**src/rtl/adc_rd_pkg.sv**
```systemverilog
package adc_rd_pkg;

  localparam int MUX_ADDR_W = 2;

  typedef enum logic [1:0] {
    FS_IDLE  = 2'd0,
    FS_SHIFT = 2'd1,
    FS_GAP   = 2'd2
  } fsm_state_t;

  // Round-robin successor of a channel index.
  function automatic logic [MUX_ADDR_W-1:0] next_chan(
    input logic [MUX_ADDR_W-1:0] cur,
    input int                    num_ch
  );
    if (int'(cur) >= num_ch - 1) return '0;
    return cur + 1'b1;
  endfunction

  // True when a zero-based sample index falls in [lo, lo+width).
  function automatic logic in_window(input int idx, input int lo, input int width);
    return (idx >= lo) && (idx < lo + width);
  endfunction

  // System clocks from accepted start to the last falling serial edge.
  function automatic int frame_len_cycles(input int half_div, input int clks);
    return 2 * half_div * clks;
  endfunction

endpackage

```
**src/rtl/adc_sclk_divider.sv**
```systemverilog
module adc_sclk_divider #(
  parameter int HALF_DIV = 11
) (
  input  logic clk,
  input  logic rst_n,
  input  logic run,
  output logic tick
);
  localparam int CW = $clog2(HALF_DIV + 1);
  localparam logic [CW-1:0] TOP = CW'(HALF_DIV - 1);

  logic [CW-1:0] cnt;

  assign tick = run && (cnt == TOP);

  always_ff @(posedge clk) begin
    if (!rst_n)            cnt <= '0;
    else if (!run || tick) cnt <= '0;
    else                   cnt <= cnt + 1'b1;
  end
endmodule

```
**src/rtl/adc_frame_fsm.sv**
```systemverilog
module adc_frame_fsm
  import adc_rd_pkg::*;
#(
  parameter int FRAME_CLKS = 24,
  parameter int GAP_TICKS  = 2,
  parameter int IDX_W      = $clog2(FRAME_CLKS + 1)
) (
  input  logic             clk,
  input  logic             rst_n,
  input  logic             start,
  input  logic             tick,
  output logic             cs_n,
  output logic             sclk,
  output logic             busy,
  output logic             run,
  output logic             start_ok,
  output logic             rise_evt,
  output logic             frame_end,
  output logic [IDX_W-1:0] bit_idx
);
  localparam int GW = $clog2(GAP_TICKS + 1);
  localparam logic [IDX_W-1:0] LAST_IDX = IDX_W'(FRAME_CLKS);
  localparam logic [GW-1:0]    GAP_TOP  = GW'(GAP_TICKS - 1);

  fsm_state_t    state;
  logic [GW-1:0] gap_cnt;
  logic          fall_evt;

  assign run       = (state != FS_IDLE);
  assign busy      = run;
  assign start_ok  = (state == FS_IDLE) && start;
  assign rise_evt  = (state == FS_SHIFT) && tick && !sclk;
  assign fall_evt  = (state == FS_SHIFT) && tick && sclk;
  assign frame_end = fall_evt && (bit_idx == LAST_IDX);

  always_ff @(posedge clk) begin
    if (!rst_n) begin
      state   <= FS_IDLE;
      cs_n    <= 1'b1;
      sclk    <= 1'b0;
      bit_idx <= '0;
      gap_cnt <= '0;
    end else begin
      case (state)
        FS_IDLE: begin
          if (start) begin
            state   <= FS_SHIFT;
            cs_n    <= 1'b0;
            sclk    <= 1'b0;
            bit_idx <= '0;
          end
        end
        FS_SHIFT: begin
          if (rise_evt) begin
            sclk    <= 1'b1;
            bit_idx <= bit_idx + 1'b1;
          end
          if (fall_evt) begin
            sclk <= 1'b0;
            if (frame_end) begin
              state   <= FS_GAP;
              cs_n    <= 1'b1;
              gap_cnt <= '0;
            end
          end
        end
        FS_GAP: begin
          if (tick) begin
            if (gap_cnt == GAP_TOP) state <= FS_IDLE;
            else                    gap_cnt <= gap_cnt + 1'b1;
          end
        end
        default: state <= FS_IDLE;
      endcase
    end
  end
endmodule

```
**src/rtl/adc_rx_shifter.sv**
```systemverilog
module adc_rx_shifter
  import adc_rd_pkg::*;
#(
  parameter int RES_W      = 14,
  parameter int LEAD_W     = 8,
  parameter bit CHECK_LEAD = 1'b1,
  parameter int IDX_W      = 5
) (
  input  logic             clk,
  input  logic             rst_n,
  input  logic             clear,
  input  logic             rise_evt,
  input  logic [IDX_W-1:0] bit_idx,
  input  logic             sdata,
  input  logic             frame_end,
  output logic [RES_W-1:0] result,
  output logic             lead_err
);
  logic [RES_W-1:0] sh;
  logic             in_res;
  logic             in_lead;

  assign in_res  = in_window(int'(bit_idx), LEAD_W, RES_W);
  assign in_lead = in_window(int'(bit_idx), 0, LEAD_W);

  always_ff @(posedge clk) begin
    if (!rst_n) begin
      sh     <= '0;
      result <= '0;
    end else begin
      if (clear)                  sh <= '0;
      else if (rise_evt && in_res) sh <= {sh[RES_W-2:0], sdata};
      if (frame_end)              result <= sh;
    end
  end

  generate
    if (CHECK_LEAD) begin : g_lead_chk
      logic lead_acc;
      always_ff @(posedge clk) begin
        if (!rst_n) begin
          lead_acc <= 1'b0;
          lead_err <= 1'b0;
        end else begin
          if (clear)                    lead_acc <= 1'b0;
          else if (rise_evt && in_lead) lead_acc <= lead_acc | sdata;
          if (frame_end)                lead_err <= lead_acc;
        end
      end
    end else begin : g_no_lead_chk
      assign lead_err = 1'b0;
    end
  endgenerate
endmodule

```
**src/rtl/adc_chan_stepper.sv**
```systemverilog
module adc_chan_stepper
  import adc_rd_pkg::*;
#(
  parameter int NUM_CH    = 4,
  parameter int STEP_RISE = 1,
  parameter int IDX_W     = 5
) (
  input  logic                  clk,
  input  logic                  rst_n,
  input  logic                  start_ok,
  input  logic                  rise_evt,
  input  logic [IDX_W-1:0]      bit_idx,
  output logic [MUX_ADDR_W-1:0] mux_addr,
  output logic [MUX_ADDR_W-1:0] tag
);
  logic step;

  assign step = rise_evt && (int'(bit_idx) == STEP_RISE - 1);

  always_ff @(posedge clk) begin
    if (!rst_n) begin
      mux_addr <= '0;
      tag      <= '0;
    end else begin
      if (start_ok) tag      <= mux_addr;
      if (step)     mux_addr <= next_chan(mux_addr, NUM_CH);
    end
  end
endmodule

```
**src/rtl/adc_readout_ctrl.sv**
```systemverilog
module adc_readout_ctrl
  import adc_rd_pkg::*;
#(
  parameter int HALF_DIV   = 11,
  parameter int RES_W      = 14,
  parameter int LEAD_W     = 8,
  parameter int FRAME_CLKS = 24,
  parameter int NUM_CH     = 4,
  parameter int STEP_RISE  = 1,
  parameter bit CHECK_LEAD = 1'b1
) (
  input  logic                  clk,
  input  logic                  rst_n,
  input  logic                  start,
  input  logic                  adc_sdata,
  output logic                  adc_cs_n,
  output logic                  adc_sclk,
  output logic [MUX_ADDR_W-1:0] mux_addr,
  output logic                  busy,
  output logic                  result_valid,
  output logic [RES_W-1:0]      result,
  output logic [MUX_ADDR_W-1:0] result_ch,
  output logic                  lead_err
);
  localparam int IDX_W     = $clog2(FRAME_CLKS + 1);
  localparam int GAP_TICKS = 2;

  logic             div_tick;
  logic             run;
  logic             start_ok;
  logic             rise_evt;
  logic             frame_end;
  logic [IDX_W-1:0] bit_idx;

  adc_sclk_divider #(.HALF_DIV(HALF_DIV)) u_div (
    .clk  (clk),
    .rst_n(rst_n),
    .run  (run),
    .tick (div_tick)
  );

  adc_frame_fsm #(
    .FRAME_CLKS(FRAME_CLKS),
    .GAP_TICKS (GAP_TICKS),
    .IDX_W     (IDX_W)
  ) u_fsm (
    .clk      (clk),
    .rst_n    (rst_n),
    .start    (start),
    .tick     (div_tick),
    .cs_n     (adc_cs_n),
    .sclk     (adc_sclk),
    .busy     (busy),
    .run      (run),
    .start_ok (start_ok),
    .rise_evt (rise_evt),
    .frame_end(frame_end),
    .bit_idx  (bit_idx)
  );

  adc_rx_shifter #(
    .RES_W     (RES_W),
    .LEAD_W    (LEAD_W),
    .CHECK_LEAD(CHECK_LEAD),
    .IDX_W     (IDX_W)
  ) u_rx (
    .clk      (clk),
    .rst_n    (rst_n),
    .clear    (start_ok),
    .rise_evt (rise_evt),
    .bit_idx  (bit_idx),
    .sdata    (adc_sdata),
    .frame_end(frame_end),
    .result   (result),
    .lead_err (lead_err)
  );

  adc_chan_stepper #(
    .NUM_CH   (NUM_CH),
    .STEP_RISE(STEP_RISE),
    .IDX_W    (IDX_W)
  ) u_chan (
    .clk     (clk),
    .rst_n   (rst_n),
    .start_ok(start_ok),
    .rise_evt(rise_evt),
    .bit_idx (bit_idx),
    .mux_addr(mux_addr),
    .tag     (result_ch)
  );

  always_ff @(posedge clk) begin
    if (!rst_n) result_valid <= 1'b0;
    else        result_valid <= frame_end;
  end
endmodule

```
**config.mk**
```make
export PLATFORM = sky130hd
export DESIGN_NAME = adc_readout_ctrl
export DESIGN_NICKNAME = d
export VERILOG_FILES = /design/src/rtl/adc_rd_pkg.sv /design/src/rtl/adc_sclk_divider.sv /design/src/rtl/adc_frame_fsm.sv /design/src/rtl/adc_rx_shifter.sv /design/src/rtl/adc_chan_stepper.sv /design/src/rtl/adc_readout_ctrl.sv
export SDC_FILE = /design/constraint.sdc
export NUM_CORES = 1
export LEC_CHECK = 0
export ABC_AREA = 1
export BUFFER_PORTS_ARGS = -buffer_cell sky130_fd_sc_hd__clkbuf_2
export CAP_MARGIN = 5
export CELL_PAD_IN_SITES_DETAIL_PLACEMENT = 1
export CELL_PAD_IN_SITES_GLOBAL_PLACEMENT = 2
export CORE_ASPECT_RATIO = 1.75
export CORE_MARGIN = 2
export CORE_UTILIZATION = 36
export CTS_BUF_LIST = sky130_fd_sc_hd__clkbuf_8
export CTS_CLUSTER_SIZE = 14
export DETAILED_ROUTE_END_ITERATION = 10
export PLACE_DENSITY = 0.95
export SYNTH_ARGS = -nofsm -noshare
export SYNTH_HDL_FRONTEND = slang
export SYNTH_SLANG_ARGS = --single-unit
```
**constraint.sdc**
```tcl
create_clock -name clk -period 3 [get_ports clk]
set_input_delay 0.45 -clock clk [delete_from_list [all_inputs] [get_ports clk]]
set_output_delay 0.45 -clock clk [all_outputs]
set_load 0.02 [all_outputs]
```
==> impl_metrics.xml <==
<?xml version="1.0" encoding="UTF-8"?>
<metrics>
  <group name="clock_tree">
    <metric name="post_cts.repair.setup_buffers" unit="">0</metric>
    <metric name="cts_tree" unit="">done</metric>
    <metric name="count_of_clock_tree_sinks" unit="">50</metric>
    <metric name="cts_hold_buffers" unit="">0</metric>
    <metric name="path_clk_slew" unit="ps">90</metric>
    <metric name="worstSkewPairLatency" unit="ps">300</metric>
    <metric name="cts_inserted_buffers" unit="">5</metric>
    <metric name="ctsLongestPathBuffers" unit="">2</metric>
    <metric name="clock_tree.root_cell" unit="">sky130_fd_sc_hd__clkbuf_8</metric>
    <metric name="number_of_cells_upsized_or_downsized_after_cts" unit="">0</metric>
    <metric name="h-tree-depth" unit="">2</metric>
  </group>
  <group name="power">
    <metric name="worst_ir_drop_vdd" unit="mV">0.260</metric>
    <metric name="power.density_cell_area" unit="nW/um2">633</metric>
    <metric name="p_leak" unit="nW">1.05</metric>
    <metric name="totalPowerFinal" unit="mW">1.45</metric>
  </group>
  <group name="finish">
    <metric name="layout.core_utilization" unit="%">41.8</metric>
    <metric name="area.growth.synth_to_final" unit="%">14.0</metric>
    <metric name="final_cell_area" unit="um2">2300</metric>
    <metric name="ratio_of_cells_with_drive_above_1_in_the_final_layout" unit="%">15.9</metric>
    <metric name="final_nets" unit="">305</metric>
    <metric name="non_filler_instance_count_after_layout" unit="">372</metric>
    <metric name="antenna_cells_inserted" unit="">0</metric>
    <metric name="fill_cells" unit="">740</metric>
  </group>
  <group name="sta">
    <metric name="hold_violations" unit="">0</metric>
    <metric name="tightest_slew" unit="ps">539</metric>
    <metric name="post-route-worst-setup-slack" unit="ps">1380</metric>
    <metric name="hold-worst-slack" unit="ps">414</metric>
    <metric name="max_slew_margin" unit="%">64.0</metric>
    <metric name="period_share" unit="%">54.1</metric>
    <metric name="grt_setup_unrepaired" unit="">no</metric>
    <metric name="totalNegativeSetupSlack" unit="ps">0</metric>
    <metric name="timing.fmax" unit="MHz">616</metric>
    <metric name="finalSetupViolCount" unit="">0</metric>
    <metric name="finalClockSkew" unit="ps">5.25</metric>
    <metric name="report.final.slew_viol_count" unit="">0</metric>
    <metric name="timing.final.crit_period" unit="ps">1620</metric>
  </group>
  <group name="routing">
    <metric name="antenna_violating_nets_post_route" unit="">0</metric>
    <metric name="detailroute.via_count" unit="">1727</metric>
    <metric name="wl_per_cell" unit="um">12.3</metric>
    <metric name="post-route-drc-count" unit="">0</metric>
    <metric name="drt_pre_antenna_iters" unit="">4</metric>
    <metric name="first_iter_violations" unit="">52</metric>
    <metric name="totalWireLength" unit="um">4580</metric>
    <metric name="post_drt_via_cell_ratio" unit="">4.64</metric>
  </group>
  <group name="floorplan">
    <metric name="floorplan.die_area" unit="um2">6240</metric>
    <metric name="fp.coreArea" unit="um2">5500</metric>
    <metric name="floorplan.initialDensity" unit="%">36.7</metric>
    <metric name="row_count" unit="">36</metric>
    <metric name="die_x" unit="um">60.6</metric>
    <metric name="boundaryPins" unit="">27</metric>
    <metric name="die-height" unit="um">103</metric>
  </group>
  <group name="min_path">
    <metric name="hold_start" unit="">adc_sdata</metric>
    <metric name="timing.hold.worst_endpoint" unit="">u_rx.sh[0]</metric>
    <metric name="hold_path_class" unit="">in2reg</metric>
    <metric name="min_path_cells" unit="">3</metric>
  </group>
  <group name="setup_path">
    <metric name="critical_path_class" unit="">reg2reg</metric>
    <metric name="timing.reg2reg.setup_slack" unit="ps">1380</metric>
    <metric name="worst-r2r-cell-count" unit="">9</metric>
    <metric name="worst_r2r_endpoint" unit="">u_rx.result[12]</metric>
    <metric name="worstSetupStartpointType" unit="">register</metric>
    <metric name="critical_path.max_fanout" unit="">16</metric>
    <metric name="worst_ep_arrival_time" unit="ps">1850</metric>
    <metric name="timing.rr.start" unit="">u_fsm.bit_idx[0]</metric>
    <metric name="worst_setup_end_kind" unit="">register</metric>
    <metric name="data_required_time_at_the_worst_endpoint" unit="ps">3230</metric>
  </group>
  <group name="synth">
    <metric name="synth_cell_types" unit="">25</metric>
    <metric name="synthesis.area" unit="um2">2020</metric>
    <metric name="synth.yosys.warnings" unit="">0</metric>
    <metric name="postSynthAreaPerCell" unit="um2">7.55</metric>
    <metric name="total_nets_after_synthesis" unit="">277</metric>
    <metric name="yosys_register_bits" unit="">50</metric>
    <metric name="synth-seq-area-share" unit="%">49.7</metric>
    <metric name="synthesis.instances" unit="">267</metric>
  </group>
  <group name="placement">
    <metric name="detailed_place_hpwl" unit="um">3490</metric>
    <metric name="numPlacedInstances" unit="">364</metric>
    <metric name="place_worst_setup_slack" unit="ps">1350</metric>
    <metric name="place_area" unit="um2">2200</metric>
    <metric name="place_congestion" unit="">0.732</metric>
    <metric name="port_buffers" unit="">26</metric>
  </group>
  <group name="global_route">
    <metric name="grt_first_pass_wirelength" unit="um">7980</metric>
    <metric name="global_route.overflow_total" unit="">0</metric>
    <metric name="number_of_antenna_violations_at_the_first_check_in_global_routing" unit="">0</metric>
    <metric name="track_usage" unit="%">17.0</metric>
    <metric name="pin_count_of_the_biggest_net_entering_global_routing" unit="">18</metric>
    <metric name="first_global_vias" unit="">1757</metric>
  </group>
  <group name="outcome">
    <metric name="run_status" unit="">completed</metric>
  </group>
  <group name="run">
    <metric name="cap_violations" unit="">0</metric>
  </group>
</metrics>
-- worst max-delay path: stages (launching register included) --
cell	delay, ps
sky130_fd_sc_hd__dfxtp_1	390
sky130_fd_sc_hd__inv_1	80
sky130_fd_sc_hd__ha_1	230
sky130_fd_sc_hd__nand2_1	70
sky130_fd_sc_hd__nor2_1	50
sky130_fd_sc_hd__nand2_1	90
sky130_fd_sc_hd__nand2_1	50
sky130_fd_sc_hd__inv_1	400
sky130_fd_sc_hd__nand2_1	100
sky130_fd_sc_hd__o21ai_0	90
-- worst max path at each step --
stage,slack [ps],from,depth (start not counted),to
floorplan,1600,u_div.cnt[0],11,u_rx.sh[12]
global placement,1380,u_div.cnt[0],7,u_rx.result[13]
detailed placement,1350,u_fsm.bit_idx[0],9,u_rx.result[12]
CTS,1330,u_fsm.bit_idx[0],9,u_rx.result[12]
global route,1160,u_fsm.bit_idx[0],9,u_rx.lead_err
finish,1380,u_fsm.bit_idx[0],9,u_rx.result[12]
-- registers in the layout (all words and copies together) (netlist names) --
register,count
u_rx.result,14
u_rx.sh,14
u_fsm.bit_idx,5
u_div.cnt,4
u_chan.mux_addr,2
u_chan.tag,2
u_fsm.gap_cnt,2
u_fsm.state,2
result_valid,1
u_fsm.cs_n,1
u_fsm.sclk,1
u_rx.g_lead_chk.lead_acc,1
u_rx.lead_err,1
-- layout make-up --
class | count | area (um2) | area share, %
multi-input cells | 179 | 850 | 37.0
inverters | 33 | 126 | 5.50
well taps | 76 | 95.1 | 4.14
clock inverters | 2 | 12.5 | 0.545
repair buffers | 26 | 130 | 5.66
flip-flops and latches | 50 | 1000 | 43.6
clock buffers | 6 | 82.6 | 3.59
-- kinds of logic after synthesis --
family	synth area share, %
compound gates	9.62
xor+xnor	0.869
fa+ha+maj	3.72
buf+inv	8.19
flops	49.7
simple gates	27.9
-- layout by cell type, fill, tap and decap left out, drive strengths merged, types with 2 or more instances in the layout --
| master | n |
|---|---|
| nand3 | 12 |
| o21ai | 27 |
| nand4 | 2 |
| clkbuf | 32 |
| ha | 6 |
| nor2 | 55 |
| dfxtp | 50 |
| a21oi | 10 |
| inv | 31 |
| nand2 | 62 |
| clkinv | 3 |
-- Yosys cell counts --
master                      n  area [um2]
sky130_fd_sc_hd__nand2_2    2        12.5
sky130_fd_sc_hd__nor2_1    53         199
sky130_fd_sc_hd__nand2_1   58         218
sky130_fd_sc_hd__o21ai_1    4        20.0
sky130_fd_sc_hd__or2_2      1        6.26
sky130_fd_sc_hd__a21oi_1   10        50.1
sky130_fd_sc_hd__xor2_1     1        8.76
sky130_fd_sc_hd__nand2_4    2        22.5
sky130_fd_sc_hd__nor2_4     2        22.5
sky130_fd_sc_hd__buf_2      1        5.00
sky130_fd_sc_hd__o21ai_0   23         115
sky130_fd_sc_hd__a22o_1     1        8.76
sky130_fd_sc_hd__nand3_2    1        10.0
sky130_fd_sc_hd__nand4_1    2        12.5
sky130_fd_sc_hd__buf_6      2        22.5
sky130_fd_sc_hd__nand3_1   11        55.1
sky130_fd_sc_hd__buf_4      1        7.51
sky130_fd_sc_hd__clkbuf_1   1        3.75
sky130_fd_sc_hd__xnor2_1    1        8.76
sky130_fd_sc_hd__inv_2      3        11.3
sky130_fd_sc_hd__ha_1       6        75.1
sky130_fd_sc_hd__dfxtp_1   50        1000
sky130_fd_sc_hd__inv_1     28         105
sky130_fd_sc_hd__nor3_1     1        5.00
sky130_fd_sc_hd__clkinv_2   2        10.0
-- power by group --
part	total (mW)	leakage, nW	internal, mW	switching [mW]
registers	0.731	0.405	0.704	0.0271
clock network	0.411	0.0472	0.186	0.225
logic	0.311	0.594	0.0994	0.212
-- per-layer routing --
layer | global-route usage [%] | share of wire (%)
met5 | 0 | 0
met4 | 6.52 | 2.3
met3 | 3.01 | 2.0
met2 | 30.9 | 56
met1 | 18.9 | 40
Note: power is estimated with default switching activity, not from simulation.
